$ cat config.mk
export PLATFORM = sky130hd
export DESIGN_NAME = msi_cap_regs
export DESIGN_NICKNAME = d
export VERILOG_FILES = /design/src/rtl/msi_cap_pkg.sv /design/src/rtl/msi_cap_decode.sv /design/src/rtl/msi_cap_ctrl.sv /design/src/rtl/msi_cap_vec.sv /design/src/rtl/msi_cap_regs.sv
export SDC_FILE = /design/constraint.sdc
export NUM_CORES = 1
export LEC_CHECK = 0
export BUFFER_PORTS_ARGS = -buffer_cell sky130_fd_sc_hd__buf_2
export CAP_MARGIN = 20
export CORE_MARGIN = 2
export CORE_UTILIZATION = 50
export DETAILED_ROUTE_END_ITERATION = 8
export PLACE_DENSITY = 0.79
export SLEW_MARGIN = 20
export SYNTH_ARGS = -nofsm -noshare
export SYNTH_HDL_FRONTEND = slang
export SYNTH_HIERARCHICAL = 1
export SYNTH_SLANG_ARGS = --single-unit
export TNS_END_PERCENT = 20
$ cat constraint.sdc
create_clock -name clk -period 3.35 [get_ports clk]
set_input_delay 0.67 -clock clk [delete_from_list [all_inputs] [get_ports clk]]
set_output_delay 0.67 -clock clk [all_outputs]
set_load 0.02 [all_outputs]
$ cat src/rtl/msi_cap_pkg.sv
package msi_cap_pkg;

  localparam int unsigned CTL_EN_BIT  = 16;
  localparam int unsigned CTL_MMC_LSB = 17;
  localparam int unsigned CTL_MME_LSB = 20;
  localparam int unsigned CTL_A64_BIT = 23;
  localparam int unsigned CTL_PVM_BIT = 24;

  typedef struct packed {
    logic ctl;
    logic alo;
    logic ahi;
    logic dat;
    logic msk;
    logic pnd;
  } msi_sel_t;

  function automatic int unsigned cap_bytes(input bit a64, input bit pvm);
    if (pvm) return a64 ? 32'd24 : 32'd20;
    return a64 ? 32'd14 : 32'd10;
  endfunction

  function automatic int unsigned data_dw(input bit a64);
    return a64 ? 32'd3 : 32'd2;
  endfunction

endpackage

$ cat src/rtl/msi_cap_decode.sv
module msi_cap_decode
  import msi_cap_pkg::*;
#(
  parameter int unsigned DW_AW    = 10,
  parameter int unsigned CAP_BASE = 32'h50,
  parameter bit          ADDR64   = 1'b1,
  parameter bit          PVM      = 1'b1
) (
  input  logic [DW_AW-1:0] cfg_dw,
  input  logic             cfg_wr,
  input  logic [3:0]       cfg_be,
  output msi_sel_t         sel,
  output logic [3:0]       wbe,
  output logic             touch
);
  localparam int unsigned CAP_SZ  = cap_bytes(ADDR64, PVM);
  localparam int unsigned NDW     = (CAP_SZ + 3) / 4;
  localparam int unsigned BASE_DW = CAP_BASE / 4;
  localparam int unsigned DDW     = data_dw(ADDR64);
  localparam logic [DW_AW-1:0] BASE_V = DW_AW'(BASE_DW);
  localparam logic [DW_AW-1:0] NDW_V  = DW_AW'(NDW);
  localparam logic [DW_AW-1:0] DDW_V  = DW_AW'(DDW);
  localparam logic [DW_AW-1:0] MDW_V  = DW_AW'(DDW + 1);
  localparam logic [DW_AW-1:0] PDW_V  = DW_AW'(DDW + 2);

  logic [DW_AW-1:0] rel;
  logic             in_rng;
  logic [3:0]       vld;

  always_comb begin
    rel    = cfg_dw - BASE_V;
    in_rng = (cfg_dw >= BASE_V) && (rel < NDW_V);
    for (int i = 0; i < 4; i++) begin
      vld[i] = ((32'(rel) << 2) + 32'(i)) < 32'(CAP_SZ);
    end
    sel.ctl = in_rng && (rel == '0);
    sel.alo = in_rng && (rel == DW_AW'(1));
    sel.ahi = ADDR64 && in_rng && (rel == DW_AW'(2));
    sel.dat = in_rng && (rel == DDW_V);
    sel.msk = PVM && in_rng && (rel == MDW_V);
    sel.pnd = PVM && in_rng && (rel == PDW_V);
    wbe     = (cfg_wr && in_rng) ? (cfg_be & vld) : 4'b0000;
    touch   = |wbe;
  end

endmodule

$ cat src/rtl/msi_cap_ctrl.sv
module msi_cap_ctrl #(
  parameter int unsigned VEC_LOG2 = 3
) (
  input  logic       clk,
  input  logic       rst_n,
  input  logic       wr_ctl,
  input  logic       w_en,
  input  logic [2:0] w_mme,
  input  logic       touch,
  output logic       en_q,
  output logic [2:0] mme_q,
  output logic       en_nx,
  output logic [2:0] mme_nx
);
  localparam logic [2:0] MMC = 3'(VEC_LOG2);

  logic ld;

  always_comb begin
    en_nx  = en_q;
    mme_nx = mme_q;
    if (wr_ctl) begin
      en_nx  = w_en;
      mme_nx = w_mme;
    end
    if (touch && en_nx && (mme_nx > MMC)) mme_nx = MMC;
    ld = wr_ctl || touch;
  end

  always_ff @(posedge clk or negedge rst_n) begin
    if (!rst_n) begin
      en_q  <= 1'b0;
      mme_q <= 3'd0;
    end else if (ld) begin
      en_q  <= en_nx;
      mme_q <= mme_nx;
    end
  end

endmodule

$ cat src/rtl/msi_cap_vec.sv
module msi_cap_vec #(
  parameter int unsigned VEC_LOG2 = 3,
  parameter bit          PVM      = 1'b1,
  localparam int unsigned NVEC    = 1 << VEC_LOG2,
  localparam int unsigned NB      = (NVEC + 7) / 8
) (
  input  logic            clk,
  input  logic            rst_n,
  input  logic [NB-1:0]   wbe_msk,
  input  logic [NVEC-1:0] wdata,
  input  logic [NVEC-1:0] pend_set,
  input  logic [NVEC-1:0] pend_clr,
  input  logic            discard,
  input  logic [2:0]      mme_nx,
  output logic [NVEC-1:0] mask_o,
  output logic [NVEC-1:0] pend_o
);
  generate
    if (PVM) begin : g_mask
      logic [NVEC-1:0] mask_q, mask_nx, pend_q, pend_nx, keep;
      logic            mask_ld, pend_ld;

      always_comb begin
        mask_nx = mask_q;
        for (int b = 0; b < int'(NVEC); b++) begin
          if (wbe_msk[b/8]) mask_nx[b] = wdata[b];
          keep[b] = (32'(b) >> mme_nx) == 32'd0;
        end
        pend_nx = (pend_q | pend_set) & ~pend_clr;
        if (discard) pend_nx = pend_nx & keep;
        mask_ld = |wbe_msk;
        pend_ld = (|pend_set) || (|pend_clr) || discard;
      end

      always_ff @(posedge clk or negedge rst_n) begin
        if (!rst_n) begin
          mask_q <= '0;
          pend_q <= '0;
        end else begin
          if (mask_ld) mask_q <= mask_nx;
          if (pend_ld) pend_q <= pend_nx;
        end
      end

      assign mask_o = mask_q;
      assign pend_o = pend_q;
    end else begin : g_nomask
      assign mask_o = '0;
      assign pend_o = '0;
    end
  endgenerate

endmodule

$ cat src/rtl/msi_cap_regs.sv
module msi_cap_regs
  import msi_cap_pkg::*;
#(
  parameter int unsigned DW_AW    = 10,
  parameter int unsigned CAP_BASE = 32'h50,
  parameter bit          ADDR64   = 1'b1,
  parameter bit          PVM      = 1'b1,
  parameter int unsigned VEC_LOG2 = 3,
  localparam int unsigned NVEC    = 1 << VEC_LOG2,
  localparam int unsigned NB      = (NVEC + 7) / 8
) (
  input  logic             clk,
  input  logic             rst_n,
  input  logic             cfg_wr,
  input  logic             cfg_rd,
  input  logic [DW_AW-1:0] cfg_dw,
  input  logic [3:0]       cfg_be,
  input  logic [31:0]      cfg_wdata,
  output logic [31:0]      cfg_rdata,
  output logic             cfg_rvalid,
  output logic             msi_en,
  output logic [2:0]       msi_vec_log2,
  output logic [63:0]      msg_addr,
  output logic [15:0]      msg_data,
  output logic [NVEC-1:0]  vec_mask,
  input  logic [NVEC-1:0]  pend_set,
  input  logic [NVEC-1:0]  pend_clr,
  output logic [NVEC-1:0]  pend_out
);
  msi_sel_t   sel;
  logic [3:0] wbe;
  logic       touch;
  logic       en_nx;
  logic [2:0] mme_nx;

  msi_cap_decode #(.DW_AW(DW_AW), .CAP_BASE(CAP_BASE), .ADDR64(ADDR64), .PVM(PVM)) u_dec (
    .cfg_dw(cfg_dw), .cfg_wr(cfg_wr), .cfg_be(cfg_be),
    .sel(sel), .wbe(wbe), .touch(touch)
  );

  msi_cap_ctrl #(.VEC_LOG2(VEC_LOG2)) u_ctl (
    .clk(clk), .rst_n(rst_n),
    .wr_ctl(sel.ctl && wbe[2]),
    .w_en(cfg_wdata[CTL_EN_BIT]),
    .w_mme(cfg_wdata[CTL_MME_LSB +: 3]),
    .touch(touch),
    .en_q(msi_en), .mme_q(msi_vec_log2),
    .en_nx(en_nx), .mme_nx(mme_nx)
  );

  msi_cap_vec #(.VEC_LOG2(VEC_LOG2), .PVM(PVM)) u_vec (
    .clk(clk), .rst_n(rst_n),
    .wbe_msk(sel.msk ? wbe[NB-1:0] : '0),
    .wdata(cfg_wdata[NVEC-1:0]),
    .pend_set(pend_set), .pend_clr(pend_clr),
    .discard(touch && en_nx),
    .mme_nx(mme_nx),
    .mask_o(vec_mask), .pend_o(pend_out)
  );

  // Low address and data registers
  logic [31:2] alo_q;
  logic [31:0] alo_nx;
  logic [15:0] dat_q, dat_nx;
  logic        alo_ld, dat_ld;

  always_comb begin
    alo_nx = {alo_q, 2'b00};
    for (int i = 0; i < 4; i++) begin
      if (sel.alo && wbe[i]) alo_nx[8*i +: 8] = cfg_wdata[8*i +: 8];
    end
    dat_nx = dat_q;
    for (int i = 0; i < 2; i++) begin
      if (sel.dat && wbe[i]) dat_nx[8*i +: 8] = cfg_wdata[8*i +: 8];
    end
    alo_ld = sel.alo && (|wbe);
    dat_ld = sel.dat && (|wbe[1:0]);
  end

  always_ff @(posedge clk or negedge rst_n) begin
    if (!rst_n) begin
      alo_q <= '0;
      dat_q <= '0;
    end else begin
      if (alo_ld) alo_q <= alo_nx[31:2];
      if (dat_ld) dat_q <= dat_nx;
    end
  end

  logic [31:0] ahi;

  generate
    if (ADDR64) begin : g_ahi
      logic [31:0] ahi_q, ahi_nx;
      logic        ahi_ld;
      always_comb begin
        ahi_nx = ahi_q;
        for (int i = 0; i < 4; i++) begin
          if (sel.ahi && wbe[i]) ahi_nx[8*i +: 8] = cfg_wdata[8*i +: 8];
        end
        ahi_ld = sel.ahi && (|wbe);
      end
      always_ff @(posedge clk or negedge rst_n) begin
        if (!rst_n)      ahi_q <= '0;
        else if (ahi_ld) ahi_q <= ahi_nx;
      end
      assign ahi = ahi_q;
    end else begin : g_noahi
      assign ahi = '0;
    end
  endgenerate

  assign msg_addr = {ahi, alo_q, 2'b00};
  assign msg_data = dat_q;

  // Registered read path
  logic [31:0] rd_nx;

  always_comb begin
    rd_nx = '0;
    if (sel.ctl) begin
      rd_nx[CTL_EN_BIT]         = msi_en;
      rd_nx[CTL_MMC_LSB +: 3]   = 3'(VEC_LOG2);
      rd_nx[CTL_MME_LSB +: 3]   = msi_vec_log2;
      rd_nx[CTL_A64_BIT]        = ADDR64;
      rd_nx[CTL_PVM_BIT]        = PVM;
    end
    if (sel.alo) rd_nx = {alo_q, 2'b00};
    if (sel.ahi) rd_nx = ahi;
    if (sel.dat) rd_nx = {16'h0000, dat_q};
    if (sel.msk) rd_nx = 32'(vec_mask);
    if (sel.pnd) rd_nx = 32'(pend_out);
  end

  always_ff @(posedge clk or negedge rst_n) begin
    if (!rst_n) begin
      cfg_rdata  <= '0;
      cfg_rvalid <= 1'b0;
    end else begin
      cfg_rvalid <= cfg_rd;
      if (cfg_rd) cfg_rdata <= rd_nx;
    end
  end

endmodule

==> run summary, run 1 <==
The total congestion overflow after global routing was 0; the number of antenna violations at the first check in global routing was 1. In the synthesized netlist, the number of instances is 494. Along the worst path, the maximum fanout reaches 7.

Before CTS, the worst setup slack after placement is -586 ps. The tools report the all-layer global routing usage as 0.276. Walking the worst path, the cells encountered are buf_4 > inv_8 > ha_4 > nand2b_4 > o31a_1 > a221oi_2 > o311a_1 > and4_1 > and2_4 > mux2i_2 > nand3_2 > buf_4 > ha_1 > or3_1 > a211oi_1. For the via count of the first global-routing pass, the log shows 5315.

In this run, post-CTS hold repair placed 0 buffers. The die is 114 um wide. The run gives 0.00445 uW as the static leakage power.

The category of the critical setup timing path was primary input to flop. The number of pins exceeding their max-slew limit in the final report is 0. Area added between synthesis and finish: 36.3%.

The core footprint is 11900 um^2, and the highest clock rate is 0.299 GHz. For the number of nets with antenna violations after routing, the log shows 0. The tools report the TritonCTS buffer count as 17.

During I/O placement, the number of pins put on the boundary was 199. The run gives 5127 as the total via count after detailed routing. The mean instance size in the synthesized netlist works out to 12.3 um^2. Setup repair after global routing could not meet its margin everywhere. The library cells used most frequently in the layout, excluding fill and tap cells, are sky130_fd_sc_hd__buf_2, sky130_fd_sc_hd__dfrtp_1, sky130_fd_sc_hd__mux2_2. The post-synthesis async set-or-reset flop share is 1.00.

The vertical die dimension came out at 114 um. Entering global routing, the biggest net connects 65 pins. The first global-routing pass estimated 27500 um of wire.

The logs give 3680 ps for the data arrival time of the critical path and 0.510 for the initial cell density of the core. The stage delay of the slowest cell on the critical path came out at 360 ps. Final hold analysis gives a worst-case slack of 348 ps. The buffer cell driving the clock tree root was sky130_fd_sc_hd__clkbuf_16.

The run gives 0.456 as the global-route track usage on met2. The worst relative slew slack was 0.407. The highest-utilization routing layer at the global route stage is met2. The logs give 274 uV for the largest voltage drop on the vdd net and 54 for the number of distinct library cells after synthesis.

In this run, placement finished with an instance count of 856. The flow ran to the end, and the final reports show no timing, DRC or antenna violations. The final cycle utilization of the critical path is 0.999. The detailed placer's ending HPWL was 12200 um; the final period demand of the worst path was 3350 ps. The count of state elements after synthesis works out to 131. The commonest register cell after synthesis was sky130_fd_sc_hd__dfrtp_1. The H-tree level count is 4.

Summing every instance area after synthesis gives 6070 um^2. Adding up every negative setup slack in the final design gives 0 ps. The met3 usage was 0.0635. Across the routed clock network, the largest skew measured is 13.0 ps.

Worst min-delay path class: primary input to asynchronous set/reset pin. Dividing the detail-routed via count by the number of cells gives 5.70. The worst setup path is captured at a flop. The number of max-cap violations came out at 0. The first TritonRoute pass finished after 5 iterations.

The run gives 3.98 ps as the minimum setup slack in the final design. In this run, the number of DRC markers left after iteration 0 of detailed routing was 317. The slew at the pin closest to its max-slew limit is 885 ps. In the routed design, unresolved DRC markers number 0. The post-route non-filler standard cell count came out at 899. In this run, synthesis inferred 0 flip-flops with an integrated enable. The area of the die was 13000 um^2; the number of warnings issued by yosys was 6. Clock-pin slew on the worst setup and hold paths: 50 ps.

For the worst setup path, the data required time is 3680 ps. The areal power density over the cells was 455 nW/um^2; the clock insertion delay at the later pin of the skew report was 420 ps. TritonCTS built the clock tree. The clock passes through at most 2 buffers.

STA classifies the critical path startpoint as a primary input. The number of sinks driven by the clock tree was 131; the total power was 3760 uW. After detailed routing, the total wire length is 17700 um.

The run gives 0 as the count of final hold-check violations. Average wire per standard cell: 19.7 um. The share of post-route cells with drive strength above 1 works out to 0.538. The global routing usage on met1 was 0.347; the count of endpoints failing setup in the final report was 0. On the critical path, the stage with the largest delay is an instance of sky130_fd_sc_hd__or3_1.

The net count of the finished layout is 811. The number of buffers added on ports is 196. Among the stages of the critical path, the cell type that occurs most often is sky130_fd_sc_hd__buf_4. The count of standard-cell rows was 40. The most common cell after layout, fill and taps aside was sky130_fd_sc_hd__buf_2. Routability-driven placement finished with a final weighted congestion of 0.912. For the sequential area share after synthesis, the log shows 0.540.
## kinds of logic (layout without fill, tap and decap cells)
logic type               Yosys count  in the layout  share of synthesized area
other                              1              3                   0.000617
buffers and inverters             56            312                     0.0416
AO/OA/AOI/OAI                     92             92                      0.118
AND/OR/NAND/NOR                  116            116                      0.117
adder cells (fa/ha/maj)            7              7                     0.0144
flip-flops                       131            131                      0.540
multiplexers                      91             91                      0.169
## layout make-up
class	instances	area (um^2)
Inverter	31	136
Clock buffer	23	478
Sequential cell	131	3280
Fill cell	874	3630
Clock inverter	9	151
Antenna cell	1	2.50
Tap cell	147	184
Multi-Input combinational cell	308	2620
Timing Repair Buffer	249	1430
## power breakdown
part / switching [uW] / internal (uW) / total [uW]
Clock: 663 / 1300 / 1960
Sequential: 8.87 / 1590 / 1600
Combinational: 120 / 77.6 / 198
## per-stage QoR
stage          utilization  instance area (um^2)
2_1_floorplan            -                  6120
3_3_place_gp         0.630                  7510
3_5_place_dp         0.631                  7510
4_1_cts              0.690                  8220
5_1_grt              0.695                  8280
6_report             0.695                  8280
## critical path: cells and delay by family
kind / cells / cell delay [ps]
AOI/OAI and AO/OA: 4 / 980
muxes: 1 / 310
and+or+nand+nor: 5 / 1060
buffers and inverters: 3 / 310
adders and majority gates: 2 / 320
## registers in the layout (all words and copies together), names as in the netlist
name	flops
msg_data	16
u_vec/mask_o	8
cfg_rdata	32
ahi	32
u_ctl/en_q	1
u_vec/pend_o	8
u_ctl/mme_q	3
alo_q	30
cfg_rvalid	1
## Yosys cell counts (6+ instances only)
cell type	number	area (um^2)
sky130_fd_sc_hd__dfrtp_1	131	3280
sky130_fd_sc_hd__mux2_2	87	980
sky130_fd_sc_hd__inv_1	31	116
sky130_fd_sc_hd__nor2b_1	27	169
sky130_fd_sc_hd__nand2_1	15	56.3
sky130_fd_sc_hd__a211oi_1	14	105
sky130_fd_sc_hd__o32ai_1	14	123
sky130_fd_sc_hd__a221oi_1	13	114
sky130_fd_sc_hd__a22oi_1	13	97.6
sky130_fd_sc_hd__clkbuf_1	13	48.8
sky130_fd_sc_hd__nor2_1	12	45.0
sky130_fd_sc_hd__a21oi_1	9	45.0
sky130_fd_sc_hd__and3_2	8	60.1
sky130_fd_sc_hd__nand2b_1	8	50.1
sky130_fd_sc_hd__o22ai_1	8	50.1
sky130_fd_sc_hd__ha_1	7	87.6
sky130_fd_sc_hd__a31oi_1	6	37.5
sky130_fd_sc_hd__nand3_1	6	30.0
sky130_fd_sc_hd__or3b_2	6	52.6
## routing by layer
metal	up-vias	part of all wire
li1	2306	-
met1	2561	0.41
met2	218	0.51
met3	42	0.059
met4	0	0.028
met5	-	0
## worst paths after layout
kind / from / slack (ps) / to / depth (start not counted)
worst max-delay path: cfg_dw[2] / 4 / u_vec/pend_o[4]$_DFFE_PN0P_ / 15
max in group asynchronous: rst_n / 2230 / ahi[4]$_DFFE_PN0P_ / 2
worst min-delay path: rst_n / 350 / msg_data[14]$_DFFE_PN0P_ / 1
worst max register to register: u_ctl/en_q$_DFFE_PN0P_ / 1500 / u_vec/pend_o[6]$_DFFE_PN0P_ / 6
worst min register to register: cfg_rdata[17]$_DFFE_PN0P_ / 530 / cfg_rdata[17]$_DFFE_PN0P_ / 2
min in group clk: pend_clr[0] / 400 / u_vec/pend_o[0]$_DFFE_PN0P_ / 2
## timing repair
action,4_1_cts,5_1_grt
pin swaps,2,7
buffers inserted,9,1
endpoints found under the hold margin,0,0
gates resized for setup,6,11
endpoints found under the setup margin,7,29
Power figures use the tool's default switching activity.
==> run 2, diff against run 1 <==
--- a/config.mk
+++ b/config.mk
@@ -5,6 +5,7 @@
 export SDC_FILE = /design/constraint.sdc
 export NUM_CORES = 1
 export LEC_CHECK = 0
+export ABC_AREA = 1
 export BUFFER_PORTS_ARGS = -buffer_cell sky130_fd_sc_hd__buf_2
 export CAP_MARGIN = 20
 export CORE_MARGIN = 2
==> run 2 against run 1 <==
  * Setup slack improved by 340 ps
  * Largest cell class unchanged
  * Critical path type unchanged
  * Highest routed layer unchanged
  * Global-route usage fell by 1.0 points
  * Power fell by 6.3%
  * Routed wire length fell by 2.1%
==> run summary, run 2 <==
The logs give 199 (unchanged) for the number of primary I/O pins and 131 (unchanged) for the number of sinks driven by the clock tree. In the layout the commonest cells are sky130_fd_sc_hd__nand2_1, sky130_fd_sc_hd__buf_2, sky130_fd_sc_hd__dfrtp_1. Count of state elements after synthesis: 131 (unchanged). The portion of synthesized cell area occupied by the leading cell type was 0.520 (-0.0195). The detailed placer's ending HPWL was 12400 um (+1.6%).

The data arrival time of the critical path is 3350 ps (-330 ps). The length in cells of the worst reg-to-reg path is 10 (+4), and the setup TNS after final layout is 0 ps (unchanged). For the final instance area, the log shows 8090 um^2 (-2.2%).

The type of origin of the critical path was a primary input. Sequential area share after synthesis: 0.520 (-0.0195). The combined area of all synthesized cells came out at 6300 um^2 (+3.7%). The run gives 1157 (+29%) as the post-route non-filler standard cell count. Mean instance size in the synthesized netlist: 8.25 um^2 (-33%). The logs give -84.3 ps (+502 ps) for the pre-CTS worst setup slack and 13500 um^2 (+3.6%) for the area of the die.

TritonCTS built the clock tree. The worst setup path is captured at a flop. For the antenna cell count, the log shows 0 (-1). The largest voltage drop on the vdd net was 308 uV (+12%). The number of buffers added on ports is 196 (unchanged).

TritonCTS buffer count: 17 (unchanged). The run gives 0 (unchanged) as the number of max-cap violations. The flow ran to the end, and the final reports show no timing, DRC or antenna violations.

The count of standard-cell rows is 41 (+2.5%), and the met3 usage is 0.0602 (-0.00333). The final layout net count is 1047 (+29%), and the clock insertion delay at the later pin of the skew report is 430 ps (about the same). The category of the critical setup timing path was primary input to flop. Share of post-route cells with drive strength above 1: 0.304 (-0.234). The number of DRC markers in iteration 0 came out at 476 (+50%). The pin count of the biggest net entering global routing came out at 79 (+22%). The area added between synthesis and finish is 28.5%, and the area occupied by multi-input gates is 2590 um^2 (-1.0%). The all-layer global routing usage came out at 0.266 (-0.0104). The buffer cell driving the clock tree root is sky130_fd_sc_hd__clkbuf_16. The commonest register cell after synthesis is sky130_fd_sc_hd__dfrtp_1. The logs give 0.878 (-3.8%) for the weighted congestion at the end of routability-driven global placement and 0.428 (-0.0281) for the global-route track usage on met2. The cell area reported after detailed placement is 7540 um^2 (+0.37%).

In this run the critical register-to-register path is launched from u_ctl/mme_q[0]$_DFFE_PN0P_. The run gives 0 (unchanged) as the remaining routing DRC violations. The run gives 27400 um (-0.28%) as the global-route wire length before repair. The number of antenna violations at the first check in global routing came out at 0 (-1). The minimum setup slack in the final design is 341 ps (+337 ps). Endpoint of the most critical register-to-register path: u_vec/pend_o[6]$_DFFE_PN0P_. The library cell used most frequently in the layout, excluding fill and tap cells, is sky130_fd_sc_hd__nand2_1.

The post-synthesis async set-or-reset flop share works out to 1.00 (unchanged). The final cycle utilization of the critical path is 0.898 (-0.101). The area taken by flip-flops and latches was 3280 um^2 (unchanged).

The number of warnings issued by yosys was 6 (unchanged); the average wire per standard cell was 15.0 um (-24%). The die width was 116 um (+1.8%). Areal power density over the cells: 436 nW/um^2 (-4.2%). The biggest area contributor in the post-synthesis netlist is sky130_fd_sc_hd__dfrtp_1. The run gives 0.00459 uW (+2.9%) as the static leakage power.

Ranked by total cell area, the synthesized netlist is headed by sky130_fd_sc_hd__dfrtp_1, sky130_fd_sc_hd__nand2_1, sky130_fd_sc_hd__o21ai_0, sky130_fd_sc_hd__inv_1, sky130_fd_sc_hd__nand3_1. The path class of the tightest hold or removal check is primary input to asynchronous set/reset pin. The commonest cells after synthesis are sky130_fd_sc_hd__nand2_1, sky130_fd_sc_hd__dfrtp_1, sky130_fd_sc_hd__o21ai_0. The tools report the number of nets with antenna violations after routing as 0 (unchanged). The run gives 4 (unchanged) as the H-tree level count. Highest-utilization routing layer at the global route stage: met2. The via count of the first global-routing pass came out at 5495 (+3.4%). The global routing usage on met1 is 0.351 (+0.00479), and the register-to-register setup slack is 1790 ps (+290 ps).

For the number of buffers inserted for hold repair after clock tree synthesis, the log shows 0 (unchanged). Initial cell density of the core: 0.505 (-0.00440). The highest clock rate is 0.332 GHz (+11%), and the number of placed cells counting well taps is 1127 (+32%). The average via count per standard cell came out at 5.06 (-11%).

The clock-pin slew on the worst setup and hold paths is 50 ps (about the same), and the number of gates given a new drive strength after cts is 0 (-6). For the number of pins exceeding their max-slew limit in the final report, the log shows 0 (unchanged). The core footprint was 12500 um^2 (+4.7%). The number of detailed-routing iterations run before antenna repair was 5 (unchanged); the number of enable flip-flop cells after synthesis was 0 (unchanged). Total congestion overflow after global routing: 0 (unchanged). The number of post-CTS setup repair buffers was 0 (-9). Setup repair after global routing left no endpoint under its margin.

The run gives 1073 (+23%) as the fill cell total of the finished layout. The required arrival time at the worst endpoint was 3690 ps (about the same); the maximum buffer depth of the clock tree was 2 (unchanged). Gate count after technology mapping: 764 (+55%). The number of distinct library cells after synthesis came out at 35 (-35%). For the total via count after detailed routing, the log shows 5853 (+14%). The slew at the pin closest to its max-slew limit was 900 ps (+14.8 ps); the final period demand of the worst path was 3010 ps (-337 ps). The vertical die dimension is 116 um (+1.8%), and the worst relative slew slack is 0.400 (-0.00787). The count of final hold-check violations was 0 (unchanged).

For the worst setup skew after layout, the log shows 8.72 ps (-4.30 ps). The most instantiated library cell after synthesis was sky130_fd_sc_hd__nand2_1. The count of endpoints failing setup in the final report is 0 (unchanged).

The total wirelength of the detailed-routed design was 17300 um (-2.1%); the critical-path maximum fanout was 18 (+11).
[run 2: cell count changes after synthesis, moves of 29 or more]
cell / delta
sky130_fd_sc_hd__nand3_1: +36
sky130_fd_sc_hd__mux2_2: -87
sky130_fd_sc_hd__inv_1: +37
sky130_fd_sc_hd__nand2_1: +248
sky130_fd_sc_hd__nor2_1: +29
sky130_fd_sc_hd__o21ai_0: +91
[run 2: cell families after synthesis]
kind of cell | synth area share
and+or+nand+nor | 0.277
AOI/OAI and AO/OA | 0.0981
adders and majority gates | 0.0139
other | 0.000595
buffers and inverters | 0.0711
DFF | 0.520
muxes | 0.0191
[run 2: where the power goes]
group	internal, uW	switching (uW)
clock	1090	645
sequential	1590	8.58
combinational	63.0	129
total	2740	783
[run 2: metrics by stage]
step / hold slack [ps] / utilization / power (uW)
after global placement: 460 / 0.605 / 1820
after CTS: 301 / 0.649 / 3550
final: 264 / 0.649 / 3530
after global routing: 339 / 0.649 / 3650
after floorplan: 374 / - / 1710
after detailed placement: 460 / 0.605 / 1820
[run 2: final cells by class]
class                           instances  share of cell area
Clock buffer                           26              0.0617
Timing Repair Buffer                  219               0.145
Sequential cell                       131               0.405
Clock inverter                          4             0.00603
Tap cell                              172              0.0266
Inverter                               75              0.0354
Multi-Input combinational cell        530               0.320
[run 2: worst max-delay path: stages]
cell and delay (ps):
sky130_fd_sc_hd__buf_2 110, sky130_fd_sc_hd__inv_1 100, sky130_fd_sc_hd__ha_1 190, sky130_fd_sc_hd__inv_1 60
sky130_fd_sc_hd__nand2_2 100, sky130_fd_sc_hd__nand3_1 90, sky130_fd_sc_hd__nand2_2 90, sky130_fd_sc_hd__nand3_4 90
sky130_fd_sc_hd__nor2_1 140, sky130_fd_sc_hd__nand2_1 90, sky130_fd_sc_hd__nor3_1 180, sky130_fd_sc_hd__buf_4 140
sky130_fd_sc_hd__inv_2 30, sky130_fd_sc_hd__nor2_2 670, sky130_fd_sc_hd__buf_4 340, sky130_fd_sc_hd__a22oi_1 90
sky130_fd_sc_hd__o21ai_0 170
[run 2: worst max path at each step]
stage	end	depth (start not counted)	from
floorplan	u_vec/pend_o[6]$_DFFE_PN0P_	23	cfg_dw[3]
global placement	cfg_rdata[27]$_DFFE_PN0P_	18	cfg_dw[2]
detailed placement	cfg_rdata[29]$_DFFE_PN0P_	17	cfg_dw[2]
CTS	cfg_rdata[29]$_DFFE_PN0P_	17	cfg_dw[3]
global route	u_vec/pend_o[5]$_DFFE_PN0P_	25	cfg_dw[2]
finish	cfg_rdata[29]$_DFFE_PN0P_	17	cfg_dw[3]
[run 2: layer usage]
metal	share of wire	up-vias
met5	0	-
met1	0.44	2745
met3	0.061	28
met2	0.48	227
met4	0.018	0
li1	-	2853
==> run 3, diff against run 2 <==
--- a/config.mk
+++ b/config.mk
@@ -9,9 +9,9 @@
 export BUFFER_PORTS_ARGS = -buffer_cell sky130_fd_sc_hd__buf_2
 export CAP_MARGIN = 20
 export CORE_MARGIN = 2
-export CORE_UTILIZATION = 50
+export CORE_UTILIZATION = 46
 export DETAILED_ROUTE_END_ITERATION = 8
-export PLACE_DENSITY = 0.79
+export PLACE_DENSITY = 0.76
 export SLEW_MARGIN = 20
 export SYNTH_ARGS = -nofsm -noshare
 export SYNTH_HDL_FRONTEND = slang
==> constraint.sdc (replaced) <==
create_clock -name clk -period 2.5 [get_ports clk]
set_input_delay 0.5 -clock clk [delete_from_list [all_inputs] [get_ports clk]]
set_output_delay 0.5 -clock clk [all_outputs]
set_load 0.02 [all_outputs]
==> run 3 against run 2 <==
  * Global-route usage fell by 0.75 points
  * Sequential power rose by 34%
  * Hold slack got worse by 210 ps
  * Final cell count rose by 5.3%
  * Clock skew rose by 5.1 ps
  * Via count rose by 4.4%
  * Cell area rose by 10%
  * Die area rose by 8.4%
  * Power rose by 37%
  * Routed wire length rose by 7.2%
  * First-iteration DRC count fell by 11%
  * Largest cell class unchanged
==> run summary, run 3 (synthesized netlist as in run 2, its figures left out) <==
The flow ran to the end, and the final reports show no timing, DRC or antenna violations. Setup repair after global routing could not meet its margin everywhere. The data arrival time of the critical path is 2820 ps (-530 ps), and the total wirelength of the detailed-routed design is 18600 um (+7.2%).

The final cycle utilization of the critical path is 0.989, and the die width is 121 um (+4.1%). The tools report the worst setup skew after layout as 13.8 ps (+5.06 ps). The logs give 1075 (+0.19%) for the fill cell total of the finished layout and 0 (unchanged) for the number of max-cap violations. Subtracting the final worst setup slack from the clock period gives 2470 ps. The pre-CTS worst setup slack was -519 ps (-435 ps); the register-to-register setup slack was 990 ps (-800 ps). The critical-path maximum fanout was 5 (-13). Maximum buffer depth of the clock tree: 2 (unchanged). The logs give 427 uV (+39%) for the largest voltage drop on the vdd net and 0 (unchanged) for the count of final hold-check violations. The average wire per standard cell is 15.2 um (+1.9%), and the via count of the first global-routing pass is 5887 (+7.1%). The run gives 4830 uW (+37%) as the total power. The remaining routing DRC violations came out at 0 (unchanged). The switching part of the total works out to 0.227 (+0.00512). The count of endpoints failing setup in the final report is 0 (unchanged), and the areal power density over the cells is 542 nW/um^2 (+24%). The TritonCTS buffer count came out at 17 (unchanged). The run gives 1101 (+5.2%) as the final layout net count.

Total via count after detailed routing: 6113 (+4.4%). For the required arrival time at the worst endpoint, the log shows 2850 ps (-840 ps). The run gives 42 (+2.4%) as the count of standard-cell rows. Category of the critical setup timing path: primary input to flop.

The run gives 420 ps (about the same) as the clock insertion delay at the later pin of the skew report. The minimum setup slack in the final design was 27.4 ps (-313 ps); the global-route wire length before repair was 29200 um (+6.5%). The number of primary I/O pins was 199 (unchanged); the number of nets with antenna violations after routing was 0 (unchanged).

The slew at the pin closest to its max-slew limit works out to 525 ps (-374 ps). The highest-delay cell along the critical path was sky130_fd_sc_hd__nor3_4. For the static leakage power, the log shows 0.00499 uW (+8.7%). The share of post-route cells with drive strength above 1 is 0.370 (+0.0663), and the relative contribution of combinational cells to total power is 0.062 (+0.008). The number of antenna violations at the first check in global routing was 0 (unchanged); the stage delay of the slowest cell on the critical path was 240 ps (-430 ps). Timing would allow up to 0.404 GHz. The number of detailed-routing iterations run before antenna repair came out at 5 (unchanged). The run gives 0.494 (+0.002) as the clock network fraction of total power. The tools report the area of the die as 14700 um^2 (+8.4%). TritonCTS built the clock tree. The tools report the total congestion overflow after global routing as 0 (unchanged). The tools report the core footprint as 13300 um^2 (+6.7%).

The number of pins exceeding their max-slew limit in the final report came out at 0 (unchanged). The worst hold slack is 49.7 ps (-215 ps), and the number of sinks driven by the clock tree is 131 (unchanged). The path class of the tightest hold or removal check is primary input to asynchronous set/reset pin.

The logs give 0.258 (-0.00745) for the all-layer global routing usage and 0.474 (-0.0315) for the initial cell density of the core. The sequential share of power is 0.443 (-0.011), and the detailed placer's ending HPWL is 13300 um (+7.5%). The most common cell after layout, fill and taps aside was sky130_fd_sc_hd__nand2_1.

The H-tree level count is 4 (unchanged). The pin count of the biggest net entering global routing was 57 (-28%); the average via count per standard cell was 5.02 (-0.79%). The tools report the number of buffers inserted for hold repair after clock tree synthesis as 0 (unchanged).

The tools report the type of origin of the critical path as a primary input. The library cells used most frequently in the layout, excluding fill and tap cells, are sky130_fd_sc_hd__nand2_1, sky130_fd_sc_hd__buf_2, sky130_fd_sc_hd__dfrtp_1. Clock-pin slew on the worst setup and hold paths: 60 ps (about the same). The area growth from synthesis to layout is 41.5%. The run gives 422 (-11%) as the number of DRC markers in iteration 0. The vertical die dimension is 121 um (+4.1%), and the weighted congestion at the end of routability-driven global placement is 0.840 (-4.2%). Kind of capture point of the worst setup path: a flop.

The end-of-flow core utilization was 0.671 (+0.0215); the number of buffers added on ports was 196 (unchanged). The internal power summed over all cells was 3740 uW (+36%). The buffer cell driving the clock tree root is sky130_fd_sc_hd__clkbuf_16.

For the worst relative slew slack, the log shows 0.650 (+0.250). The net load switching power was 1100 uW (+40%).
-- run 3: cell types whose count changed in the layout (fill, tap and decap cells not counted), sizes merged --
cell	delta
buf	+54
clkinvlp	+5
clkbuf	-2
diode	+1
inv	-1
-- run 3: path summary, 6_finish.rpt --
| kind | start | cells after the start | to |
|---|---|---|---|
| max in group asynchronous | rst_n | 2 | cfg_rdata[5]$_DFFE_PN0P_ |
| min | rst_n | 1 | u_vec/pend_o[0]$_DFFE_PN0P_ |
| min reg2reg | cfg_rdata[4]$_DFFE_PN0P_ | 2 | cfg_rdata[4]$_DFFE_PN0P_ |
| max reg2reg | u_ctl/mme_q[0]$_DFFE_PN0P_ | 10 | u_vec/pend_o[6]$_DFFE_PN0P_ |
| max | cfg_dw[3] | 25 | u_vec/pend_o[6]$_DFFE_PN0P_ |
| min in group clk | pend_clr[0] | 2 | u_vec/pend_o[0]$_DFFE_PN0P_ |
-- run 3: cell type report --
type | instances | area [um^2] | area share
diodes | 1 | 2.50 | 0.000281
clock buffers | 24 | 502 | 0.0563
clock inverters | 8 | 75.1 | 0.00842
inverters | 75 | 323 | 0.0362
multi-input cells | 530 | 2750 | 0.308
flip-flops and latches | 131 | 3280 | 0.368
well taps | 176 | 220 | 0.0247
repair buffers | 273 | 1770 | 0.198
-- run 3: timing repair --
action / in CTS / in global routing
pin swaps: 2 / 12
setup endpoints to repair: 6 / 20
gates resized for setup: 2 / 33
setup buffers: 1 / 9
-- run 3: layer usage --
| layer | up-vias | share of wire | GRT usage |
|---|---|---|---|
| met3 | 27 | 0.066 | 0.0475 |
| li1 | 2961 | - | - |
| met2 | 240 | 0.50 | 0.424 |
| met1 | 2885 | 0.41 | 0.339 |
| met4 | 0 | 0.020 | 0.102 |
| met5 | - | 0 | 0 |
-- run 3: worst max-delay path, delay by kind of cell --
| family | cells | cell delay (ps) |
|---|---|---|
| adder cells (fa/ha/maj) | 2 | 330 |
| buffers and inverters | 7 | 520 |
| AND/OR/NAND/NOR | 16 | 1480 |
-- run 3: power by group through the flow --
stage / combinational, uW / sequential (uW) / clock [uW]
3_5_place_dp: 287 / 2180 / 0
2_1_floorplan: 102 / 2190 / 0
6_report: 301 / 2140 / 2390
3_3_place_gp: 285 / 2180 / 0
4_1_cts: 291 / 2140 / 2410
5_1_grt: 334 / 2140 / 2520
-- run 3: stage by stage --
| step | std cells | TNS, ps | instance area [um^2] |
|---|---|---|---|
| global placement | 1175 | -9810 | 8130 |
| global route | 1217 | -894 | 8920 |
| finish | 1218 | 0 | 8920 |
| floorplan | 765 | -609 | 6410 |
| detailed placement | 1175 | -14920 | 8130 |
| CTS | 1208 | 0 | 8720 |
